### config.mk
export PLATFORM = sky130hd
export DESIGN_NAME = vid_host_port
export DESIGN_NICKNAME = d
export VERILOG_FILES = /design/src/rtl/vhp_pkg.sv /design/src/rtl/vhp_rst_sync.sv /design/src/rtl/vhp_cmd.sv /design/src/rtl/vhp_fetch.sv /design/src/rtl/vhp_wr_route.sv /design/src/rtl/vhp_resp.sv /design/src/rtl/vid_host_port.sv
export SDC_FILE = /design/constraint.sdc
export NUM_CORES = 1
export LEC_CHECK = 0
export BUFFER_PORTS_ARGS = -buffer_cell sky130_fd_sc_hd__buf_2
export CORE_ASPECT_RATIO = 1.25
export CORE_MARGIN = 2
export CORE_UTILIZATION = 35
export CTS_CLUSTER_DIAMETER = 150
export DETAILED_ROUTE_END_ITERATION = 10
export GPL_TIMING_DRIVEN = 0
export SETUP_SLACK_MARGIN = 0.3
export SYNTH_ARGS = -nofsm -noshare
export SYNTH_HDL_FRONTEND = slang
export SYNTH_SLANG_ARGS = --single-unit
### constraint.sdc
create_clock -name clk -period 2.2 [get_ports clk]
set_input_delay 0.44 -clock clk [delete_from_list [all_inputs] [get_ports clk]]
set_output_delay 0.44 -clock clk [all_outputs]
set_load 0.01 [all_outputs]
### src/rtl/vhp_pkg.sv
package vhp_pkg;
  typedef enum logic [1:0] {
    ACC_VRD = 2'd0,
    ACC_VWR = 2'd1,
    ACC_REG = 2'd2,
    ACC_CWR = 2'd3
  } acc_code_e;
endpackage

### src/rtl/vhp_rst_sync.sv
module vhp_rst_sync #(
  parameter int STAGES = 2
) (
  input  logic clk,
  input  logic rst_n,
  output logic rst_n_s
);
  logic [STAGES-1:0] sync_q;

  always_ff @(posedge clk or negedge rst_n) begin
    if (!rst_n) sync_q <= '0;
    else        sync_q <= {sync_q[STAGES-2:0], 1'b1};
  end

  assign rst_n_s = sync_q[STAGES-1];
endmodule

### src/rtl/vhp_cmd.sv
module vhp_cmd
  import vhp_pkg::*;
#(
  parameter int ADDR_W = 14,
  parameter int DATA_W = 8,
  parameter int REG_IW = 4
) (
  input  logic              clk,
  input  logic              rst_n,
  input  logic              ctl_wr,
  input  logic              dat_acc,
  input  logic              stat_rd,
  input  logic [DATA_W-1:0] wdata,
  output logic [ADDR_W-1:0] addr,
  output acc_code_e         code,
  output logic              setup_fetch,
  output logic [ADDR_W-1:0] setup_addr,
  output logic              reg_we,
  output logic [REG_IW-1:0] reg_idx,
  output logic [DATA_W-1:0] reg_wdata
);
  localparam int HI_W = ADDR_W - DATA_W;
  localparam logic [ADDR_W-1:0] ADDR_ONE = {{(ADDR_W-1){1'b0}}, 1'b1};

  logic              pend_q, pend_d;
  logic [DATA_W-1:0] latch_q, latch_d;
  logic [ADDR_W-1:0] addr_q, addr_d;
  acc_code_e         code_q, code_d;
  logic              first_b, second_b, upd_en;
  acc_code_e         new_code;

  assign first_b     = ctl_wr & ~pend_q;
  assign second_b    = ctl_wr & pend_q;
  assign upd_en      = ctl_wr | dat_acc | stat_rd;
  assign new_code    = acc_code_e'(wdata[DATA_W-1 -: 2]);
  assign setup_addr  = {wdata[HI_W-1:0], latch_q};
  assign setup_fetch = second_b && (new_code == ACC_VRD);
  assign reg_we      = second_b && (new_code == ACC_REG);
  assign reg_idx     = wdata[REG_IW-1:0];
  assign reg_wdata   = latch_q;

  always_comb begin
    pend_d  = pend_q;
    latch_d = latch_q;
    addr_d  = addr_q;
    code_d  = code_q;
    if (first_b) begin
      addr_d  = {addr_q[ADDR_W-1:DATA_W], wdata};
      latch_d = wdata;
      pend_d  = 1'b1;
    end else if (second_b) begin
      pend_d = 1'b0;
      code_d = new_code;
      addr_d = setup_fetch ? (setup_addr + ADDR_ONE) : setup_addr;
    end else if (dat_acc) begin
      pend_d = 1'b0;
      addr_d = addr_q + ADDR_ONE;
    end else if (stat_rd) begin
      pend_d = 1'b0;
    end
  end

  always_ff @(posedge clk or negedge rst_n) begin
    if (!rst_n) begin
      pend_q  <= 1'b0;
      latch_q <= '0;
      addr_q  <= '0;
      code_q  <= ACC_VRD;
    end else if (upd_en) begin
      pend_q  <= pend_d;
      latch_q <= latch_d;
      addr_q  <= addr_d;
      code_q  <= code_d;
    end
  end

  assign addr = addr_q;
  assign code = code_q;
endmodule

### src/rtl/vhp_fetch.sv
module vhp_fetch #(
  parameter int ADDR_W = 14,
  parameter int DATA_W = 8
) (
  input  logic              clk,
  input  logic              rst_n,
  input  logic              setup_fetch,
  input  logic [ADDR_W-1:0] setup_addr,
  input  logic              dat_rd,
  input  logic [ADDR_W-1:0] addr,
  input  logic [DATA_W-1:0] vram_rdata,
  output logic              vram_re,
  output logic [ADDR_W-1:0] vram_raddr,
  output logic              busy,
  output logic [DATA_W-1:0] rbuf
);
  logic              busy_q, busy_d;
  logic [DATA_W-1:0] buf_q, buf_d;

  assign vram_re    = setup_fetch | dat_rd;
  assign vram_raddr = setup_fetch ? setup_addr : addr;

  always_comb begin
    busy_d = vram_re;
    buf_d  = busy_q ? vram_rdata : buf_q;
  end

  always_ff @(posedge clk or negedge rst_n) begin
    if (!rst_n) begin
      busy_q <= 1'b0;
      buf_q  <= '0;
    end else begin
      busy_q <= busy_d;
      if (busy_q) buf_q <= buf_d;
    end
  end

  assign busy = busy_q;
  assign rbuf = buf_q;
endmodule

### src/rtl/vhp_wr_route.sv
module vhp_wr_route
  import vhp_pkg::*;
#(
  parameter int ADDR_W  = 14,
  parameter int DATA_W  = 8,
  parameter int CRAM_AW = 5
) (
  input  logic               dat_wr,
  input  acc_code_e          code,
  input  logic [ADDR_W-1:0]  addr,
  input  logic [DATA_W-1:0]  wdata,
  output logic               vram_we,
  output logic [ADDR_W-1:0]  vram_waddr,
  output logic [DATA_W-1:0]  vram_wdata,
  output logic               cram_we,
  output logic [CRAM_AW-1:0] cram_addr,
  output logic [DATA_W-1:0]  cram_wdata
);
  logic to_cram;

  always_comb begin
    to_cram    = (code == ACC_CWR);
    vram_we    = dat_wr & ~to_cram;
    cram_we    = dat_wr & to_cram;
    vram_waddr = addr;
    vram_wdata = wdata;
    cram_addr  = addr[CRAM_AW-1:0];
    cram_wdata = wdata;
  end
endmodule

### src/rtl/vhp_resp.sv
module vhp_resp #(
  parameter int DATA_W = 8
) (
  input  logic              clk,
  input  logic              rst_n,
  input  logic              dat_rd,
  input  logic              stat_rd,
  input  logic [DATA_W-1:0] rbuf,
  input  logic [DATA_W-1:0] status_in,
  output logic [DATA_W-1:0] rdata,
  output logic              rvalid,
  output logic              clr_pulse
);
  logic [DATA_W-1:0] rdata_q, rdata_d;
  logic              rvalid_q, clr_q, rd_en;

  assign rd_en = dat_rd | stat_rd;

  always_comb begin
    rdata_d = stat_rd ? status_in : rbuf;
  end

  always_ff @(posedge clk or negedge rst_n) begin
    if (!rst_n) begin
      rdata_q  <= '0;
      rvalid_q <= 1'b0;
      clr_q    <= 1'b0;
    end else begin
      rvalid_q <= rd_en;
      clr_q    <= stat_rd;
      if (rd_en) rdata_q <= rdata_d;
    end
  end

  assign rdata     = rdata_q;
  assign rvalid    = rvalid_q;
  assign clr_pulse = clr_q;
endmodule

### src/rtl/vid_host_port.sv
module vid_host_port
  import vhp_pkg::*;
#(
  parameter int ADDR_W  = 14,
  parameter int DATA_W  = 8,
  parameter int CRAM_AW = 5,
  parameter int REG_IW  = 4
) (
  input  logic               clk,
  input  logic               rst_n,
  input  logic               cpu_wr,
  input  logic               cpu_rd,
  input  logic               cpu_sel,
  input  logic [DATA_W-1:0]  cpu_wdata,
  output logic [DATA_W-1:0]  cpu_rdata,
  output logic               cpu_rvalid,
  output logic               cpu_ready,
  output logic               vram_we,
  output logic [ADDR_W-1:0]  vram_waddr,
  output logic [DATA_W-1:0]  vram_wdata,
  output logic               vram_re,
  output logic [ADDR_W-1:0]  vram_raddr,
  input  logic [DATA_W-1:0]  vram_rdata,
  output logic               cram_we,
  output logic [CRAM_AW-1:0] cram_addr,
  output logic [DATA_W-1:0]  cram_wdata,
  output logic               reg_we,
  output logic [REG_IW-1:0]  reg_idx,
  output logic [DATA_W-1:0]  reg_wdata,
  input  logic [DATA_W-1:0]  status_in,
  output logic               stat_clr,
  output logic               irq_clr
);
  logic              rst_n_s;
  logic              busy, wr_ok, rd_ok;
  logic              ctl_wr, dat_wr, dat_rd, stat_rd;
  logic [ADDR_W-1:0] addr, setup_addr;
  acc_code_e         code;
  logic              setup_fetch, clr_pulse;
  logic [DATA_W-1:0] rbuf;

  vhp_rst_sync #(.STAGES(2)) u_rst (
    .clk(clk), .rst_n(rst_n), .rst_n_s(rst_n_s)
  );

  assign cpu_ready = ~busy;
  assign wr_ok     = cpu_wr & cpu_ready;
  assign rd_ok     = cpu_rd & ~cpu_wr & cpu_ready;
  assign ctl_wr    = wr_ok & cpu_sel;
  assign dat_wr    = wr_ok & ~cpu_sel;
  assign dat_rd    = rd_ok & ~cpu_sel;
  assign stat_rd   = rd_ok & cpu_sel;

  vhp_cmd #(.ADDR_W(ADDR_W), .DATA_W(DATA_W), .REG_IW(REG_IW)) u_cmd (
    .clk(clk), .rst_n(rst_n_s),
    .ctl_wr(ctl_wr), .dat_acc(dat_wr | dat_rd), .stat_rd(stat_rd),
    .wdata(cpu_wdata), .addr(addr), .code(code),
    .setup_fetch(setup_fetch), .setup_addr(setup_addr),
    .reg_we(reg_we), .reg_idx(reg_idx), .reg_wdata(reg_wdata)
  );

  vhp_fetch #(.ADDR_W(ADDR_W), .DATA_W(DATA_W)) u_fetch (
    .clk(clk), .rst_n(rst_n_s),
    .setup_fetch(setup_fetch), .setup_addr(setup_addr),
    .dat_rd(dat_rd), .addr(addr), .vram_rdata(vram_rdata),
    .vram_re(vram_re), .vram_raddr(vram_raddr),
    .busy(busy), .rbuf(rbuf)
  );

  vhp_wr_route #(.ADDR_W(ADDR_W), .DATA_W(DATA_W), .CRAM_AW(CRAM_AW)) u_wr (
    .dat_wr(dat_wr), .code(code), .addr(addr), .wdata(cpu_wdata),
    .vram_we(vram_we), .vram_waddr(vram_waddr), .vram_wdata(vram_wdata),
    .cram_we(cram_we), .cram_addr(cram_addr), .cram_wdata(cram_wdata)
  );

  vhp_resp #(.DATA_W(DATA_W)) u_resp (
    .clk(clk), .rst_n(rst_n_s),
    .dat_rd(dat_rd), .stat_rd(stat_rd), .rbuf(rbuf), .status_in(status_in),
    .rdata(cpu_rdata), .rvalid(cpu_rvalid), .clr_pulse(clr_pulse)
  );

  assign stat_clr = clr_pulse;
  assign irq_clr  = clr_pulse;
endmodule

# Word-level counts from Yosys, hierarchy flattened
# Index checks and enable logic that the tools add are counted.
op_classes:
  addsub: 2
  eq_ne: 2
  muxes: 10
  n_bitwise: 22
  n_reduce_logical: 11
op_table:
  columns: ["cell", "n"]
  rows:
  - ["$mux 14", 4]
  - ["$add 14x1->14 const B", 2]
  - ["$mux 8", 2]
  - ["$and 1x1->1", 11]
  - ["$not 1->1", 6]
  - ["$reduce_and 2->1", 3]
  - ["$reduce_and 3->1", 2]
  - ["$or 1x1->1", 5]
  - ["$eq 2x2->1 const B", 2]
  - ["$mux 1", 4]
  - ["$reduce_bool 4->1", 1]
  - ["$reduce_bool 3->1", 1]
  - ["$logic_and 1x1->1", 2]
  - ["$logic_not 2->1", 1]
  - ["$reduce_bool 2->1", 1]
totals:
  regBits: 46
  in_bits: 29
  out_inout_bits: 77
  elab_cells: 58

# Depth between registers and ports, before layout
depth:
  ltp_word: 8
  ltp_mapped: 7
  mapped_depth_nobuf: 6

# By module
# Synthesis repeated with hierarchy kept, for this count alone.
hier_totals:
  cells_unflattened: 334
  area_unflattened_um2: 3151.8
modules_own_cells:
  columns: ["mod", "n_inst", "cells_each", "area_each_um2", "seq_area_each_um2"]
  rows:
  - ["vhp_cmd", 1, 214, 1778.0, 625.6]
  - ["vhp_fetch", 1, 35, 549.3, 225.2]
  - ["vhp_resp", 1, 37, 429.2, 250.2]
  - ["vhp_wr_route", 1, 37, 280.3, 0.0]
  - ["vid_host_port", 1, 8, 61.3, 0.0]
  - ["vhp_rst_sync", 1, 3, 53.8, 50.0]

# Worst setup path after synthesis
# OpenSTA, ideal clock, no wires.
synth_path:
  path_kind: "input-to-output"
  startpoint: "input port cpu_sel"
  endpoint: "output port vram_raddr[10]"
  arrival_time_ns: 1.637
  required_ns: 1.760
  setup_slack_ns: 0.123
  stages: 6
  path_buffers: 3
  path_cell_list: "buf_4 -> nand4b_4 -> or3_1 -> buf_6 -> buf_6 -> mux2_4"
synth_via:
  elab_chain_cells: 4
synth_rtl:
  columns: ["element", "line", "rtl"]
  rows:
  - ["start: declaration", "vid_host_port.sv:13", "input logic cpu_sel,"]
  - ["$and 1x1->1", "vid_host_port.sv:49", "assign ctl_wr = wr_ok & cpu_sel;"]
  - ["$and 1x1->1", "vhp_cmd.sv:33", "assign second_b = ctl_wr & pend_q;"]
  - ["$logic_and 1x1->1", "vhp_cmd.sv:37", "assign setup_fetch = second_b && (new_code == ACC_VRD);"]
  - ["$mux 14", "vhp_fetch.sv:21", "assign vram_raddr = setup_fetch ? setup_addr : addr;"]
  - ["end: declaration", "vid_host_port.sv:22", "output logic [ADDR_W-1:0] vram_raddr,"]
# No other way between the ends.

# Worst setup path after layout
layout_path:
  startpoint: "register u_fetch.busy_q, in the netlist u_fetch.busy"
  endpoint: "output port vram_raddr[12]"
layout_via:
  elab_chain_cells: 6
layout_rtl:
  columns: ["element", "line", "rtl"]
  rows:
  - ["start: declaration", "vhp_fetch.sv:17", "logic busy_q, busy_d;"]
  - ["start signal: assignment", "vhp_fetch.sv:33", "busy_q <= busy_d;"]
  - ["$not 1->1", "vid_host_port.sv:46", "assign cpu_ready = ~busy;"]
  - ["$and 1x1->1", "vid_host_port.sv:47", "assign wr_ok = cpu_wr & cpu_ready;"]
  - ["$and 1x1->1", "vid_host_port.sv:49", null]
  - ["$and 1x1->1", "vhp_cmd.sv:33", null]
  - ["$logic_and 1x1->1", "vhp_cmd.sv:37", null]
  - ["$mux 14", "vhp_fetch.sv:21", null]
# No other way between the ends.

==> impl_metrics.tcl <==
set metrics [dict create \
    timing.rr.end "u_cmd.addr[3]$_DFFE_PN0P_" \
    final-instance-count-excl-fill 488 \
    power.static_leakage_nw 1.88 \
    synth_largest_type_area_fraction 0.409 \
    slew-limit-headroom 0.527 \
    clockBufferDepth 2 \
    layout.area.seq_um2 1160 \
    grt_pass1_wl_um 11500 \
    critical_path_required_time_ns 1.76 \
    synth_top_cells_by_area "dfrtp_1 (41%), mux2_2 (9.2%), buf_4 (7.2%), mux2i_1 (6.4%), mux2_4 (4.8%)" \
    routed_wire_length_per_instance_um 14.2 \
    critical_path.startpoint_type "flop" \
    floorplan.die.height_um 104 \
    synth_sequential_area_ratio 0.409 \
    crit_type "flop to output pin" \
    routed-wl-met2_um 3500 \
    post-route-util 0.495 \
    ranking_of_synthesized_cells_by_instance_count "dfrtp_1 (46), nor2_1 (28), buf_4 (27)" \
    routed_wirelength_um 6920 \
    met3RoutedLength_um 427 \
    leading_cell_type_by_number_of_instances_after_synthesis "dfrtp_1" \
    clk_pin_slew_worst_paths_ns 0.09 \
    initial_utilization 0.361 \
    power.ir.vdd_worst_mv 0.428 \
    worst_skew_pair.late_latency_ns 0.29 \
    core-area_um2 7790 \
    min-delay-path-class "flop to asynchronous set/reset pin" \
    area_of_the_die_um2 8780 \
    run_status "complete, but fails checks" \
    detail_route.vias_per_cell 4.87 \
    met1Wirelength_um 2850 \
    final_global_route_overflow_total 0 \
    cts_htree_levels 2 \
    std_cell_rows 36 \
    post_layout_net_count 423 \
    ant_nets 0 \
    holdWs_ns 0.214 \
    timing.reg2reg.worst_path_depth 6 \
    critical_path_fanouts_max 10 \
    timing.final.crit_period_ns 2.34 \
    drt_first_pass_iters 4 \
    grt_antenna_before_repair 0 \
    ys_dominant_reg_cell "dfrtp_1" \
    dr.max_layer_used "met4" \
    route.vias.total 2376 \
    area_growth_pct 37.0 \
    ctsRootBufferMaster "clkbuf_8" \
    tightest_slew_ns 0.708 \
    tritoncts.num_buffers 5 \
    num-fill-cells 735 \
    numClockSinks 46 \
    cellPowerDensity_nw_per_um2 885 \
    io_buffer_count 104 \
    timing.fmax_ghz 0.428 \
    syn-cell-area_um2 2820 \
    total_power_mw 3.42 \
    synthesis.area_per_instance_um2 10.5 \
    horiz_die_dim_um 84.2 \
    max_cap_viol_count 0 \
    postSynthRegisterBits 46 \
    timing_max_transition_violations_final 0 \
    drive_above_1_share 0.522 \
    r2r_start "u_fetch.busy$_DFF_PN0_" \
    synth_cell_types 42 \
    post-route-period-util 1.06 \
    cp-end-kind "output pin" \
    first_global_vias 2271 \
    synthesis.nets 300 \
    grt_setup_unrepaired "yes" \
    multiInputGateArea_um2 1450 \
    hold_viol 0 \
    reg2reg_setup_slack_ns 0.37 \
    synth-async-reset-ratio 1.00 \
    io_pins 106 \
    yosys_warnings 0 \
    synth_cells 269 \
    synth_enable_flop_cells 0 \
    dp.cells 469 \
    dpl.hpwl_um 5160 \
    tritoncts_clock_tree "done" \
    maximum_number_of_pins_on_one_net_before_global_route_repair 26 \
    setup_violations 15 \
    track_usage 0.159 \
    drt_iter0_markers 93 \
    violated_checks "negative setup slack" \
    synth_area_leader_cell "dfrtp_1" \
    antennaDiodeCount 0 \
    cp.arrival_ns 1.90 \
    final_gp_congestion 0.804 \
    route.detailed.drc 0 \
    clock-skew-final_ns 0.00996 \
    layout_setup_ws_ns -0.138 \
]
## cell type report
class | instances | share of cell area
multi-input combinational | 183 | 0.375
clock buffer | 6 | 0.0214
buffer | 37 | 0.0785
timing repair buffer | 116 | 0.189
tap | 95 | 0.0308
clock inverter | 2 | 0.00324
inverter | 3 | 0.00292
sequential | 46 | 0.300
## metal layers
layer,global-route usage,up-vias
met4,0.0518,0
li1,-,1159
met2,0.278,77
met3,0.0421,14
met1,0.187,1126
met5,0,-
## kinds of logic (layout without fill, tap and decap cells)
kind of cell / Yosys count / count (layout) / share of synthesized area
adder cells (fa/ha/maj): 2 / 2 / 0.00889
flip-flops: 46 / 46 / 0.409
AO/OA/AOI/OAI: 32 / 32 / 0.0698
multiplexers: 50 / 50 / 0.204
buffers and inverters: 40 / 164 / 0.0964
AND/OR/NAND/NOR: 75 / 75 / 0.139
other: 1 / 1 / 0.00133
XOR/XNOR: 23 / 23 / 0.0716
## what timing repair did
action	4_1_cts	5_1_grt
hold endpoints to repair	2	0
gates resized for setup	23	13
setup endpoints to repair	22	23
hold buffers	1	0
setup buffers	8	2
pin swaps	3	3
## worst max-delay path, stage by stage (launching register included)
cell and delay, ns:
dfrtp_1 0.40, nand4b_4 0.18, or3_4 0.34, buf_6 0.13
buf_12 0.14, mux2_4 0.30, buf_6 0.12
## how the worst max path moves through the flow
stage,from,end,slack (ns),cells past startpoint
detailed placement,cpu_wr,vram_raddr[5],-0.07,7
global placement,cpu_wr,vram_raddr[5],-0.07,7
CTS,u_fetch.busy$_DFF_PN0_,vram_raddr[5],-0.20,6
floorplan,cpu_sel,vram_raddr[10],0.18,6
global route,u_fetch.busy$_DFF_PN0_,vram_raddr[5],-0.20,6
finish,u_fetch.busy$_DFF_PN0_,vram_raddr[12],-0.14,6
## power breakdown
part           internal [mW]  switching [mW]
Sequential              1.07           0.297
Clock                  0.253           0.283
Combinational          0.856           0.655
## registers in the layout (all words and copies together) (netlist names)
register and cells:
u_cmd.reg_wdata 8, u_cmd.addr 14, u_cmd.pend_q 1, u_fetch.rbuf 8, u_cmd.code 2, u_rst.sync_q 2
u_fetch.busy 1, u_resp.rdata 8, u_resp.rvalid 1, u_resp.clr_pulse 1
## layout by cell type, fill, tap and decap left out, drive strengths merged, types with 3 or more instances in the layout
| cell | netlist | layout |
|---|---|---|
| nand3 | 6 | 6 |
| clkbuf | 3 | 9 |
| a21oi | 16 | 16 |
| dfrtp | 46 | 46 |
| mux2i | 18 | 18 |
| nor3b | 4 | 4 |
| inv | 3 | 3 |
| xnor2 | 13 | 13 |
| nor3 | 3 | 3 |
| and3 | 3 | 3 |
| nand4 | 8 | 8 |
| buf | 34 | 149 |
| nor2 | 28 | 28 |
| nand2 | 13 | 13 |
| mux2 | 32 | 32 |
| xor2 | 10 | 10 |
## metrics by stage
step | cell area [um^2] | setup TNS [ns] | setup WS, ns
global route | 3860 | -2.81 | -0.203
floorplan | 2830 | 0 | 0.182
CTS | 3780 | -2.87 | -0.201
detailed placement | 3490 | -0.581 | -0.0697
global placement | 3470 | -0.616 | -0.0736
finish | 3860 | -1.76 | -0.138
Power figures use the tool's default switching activity.
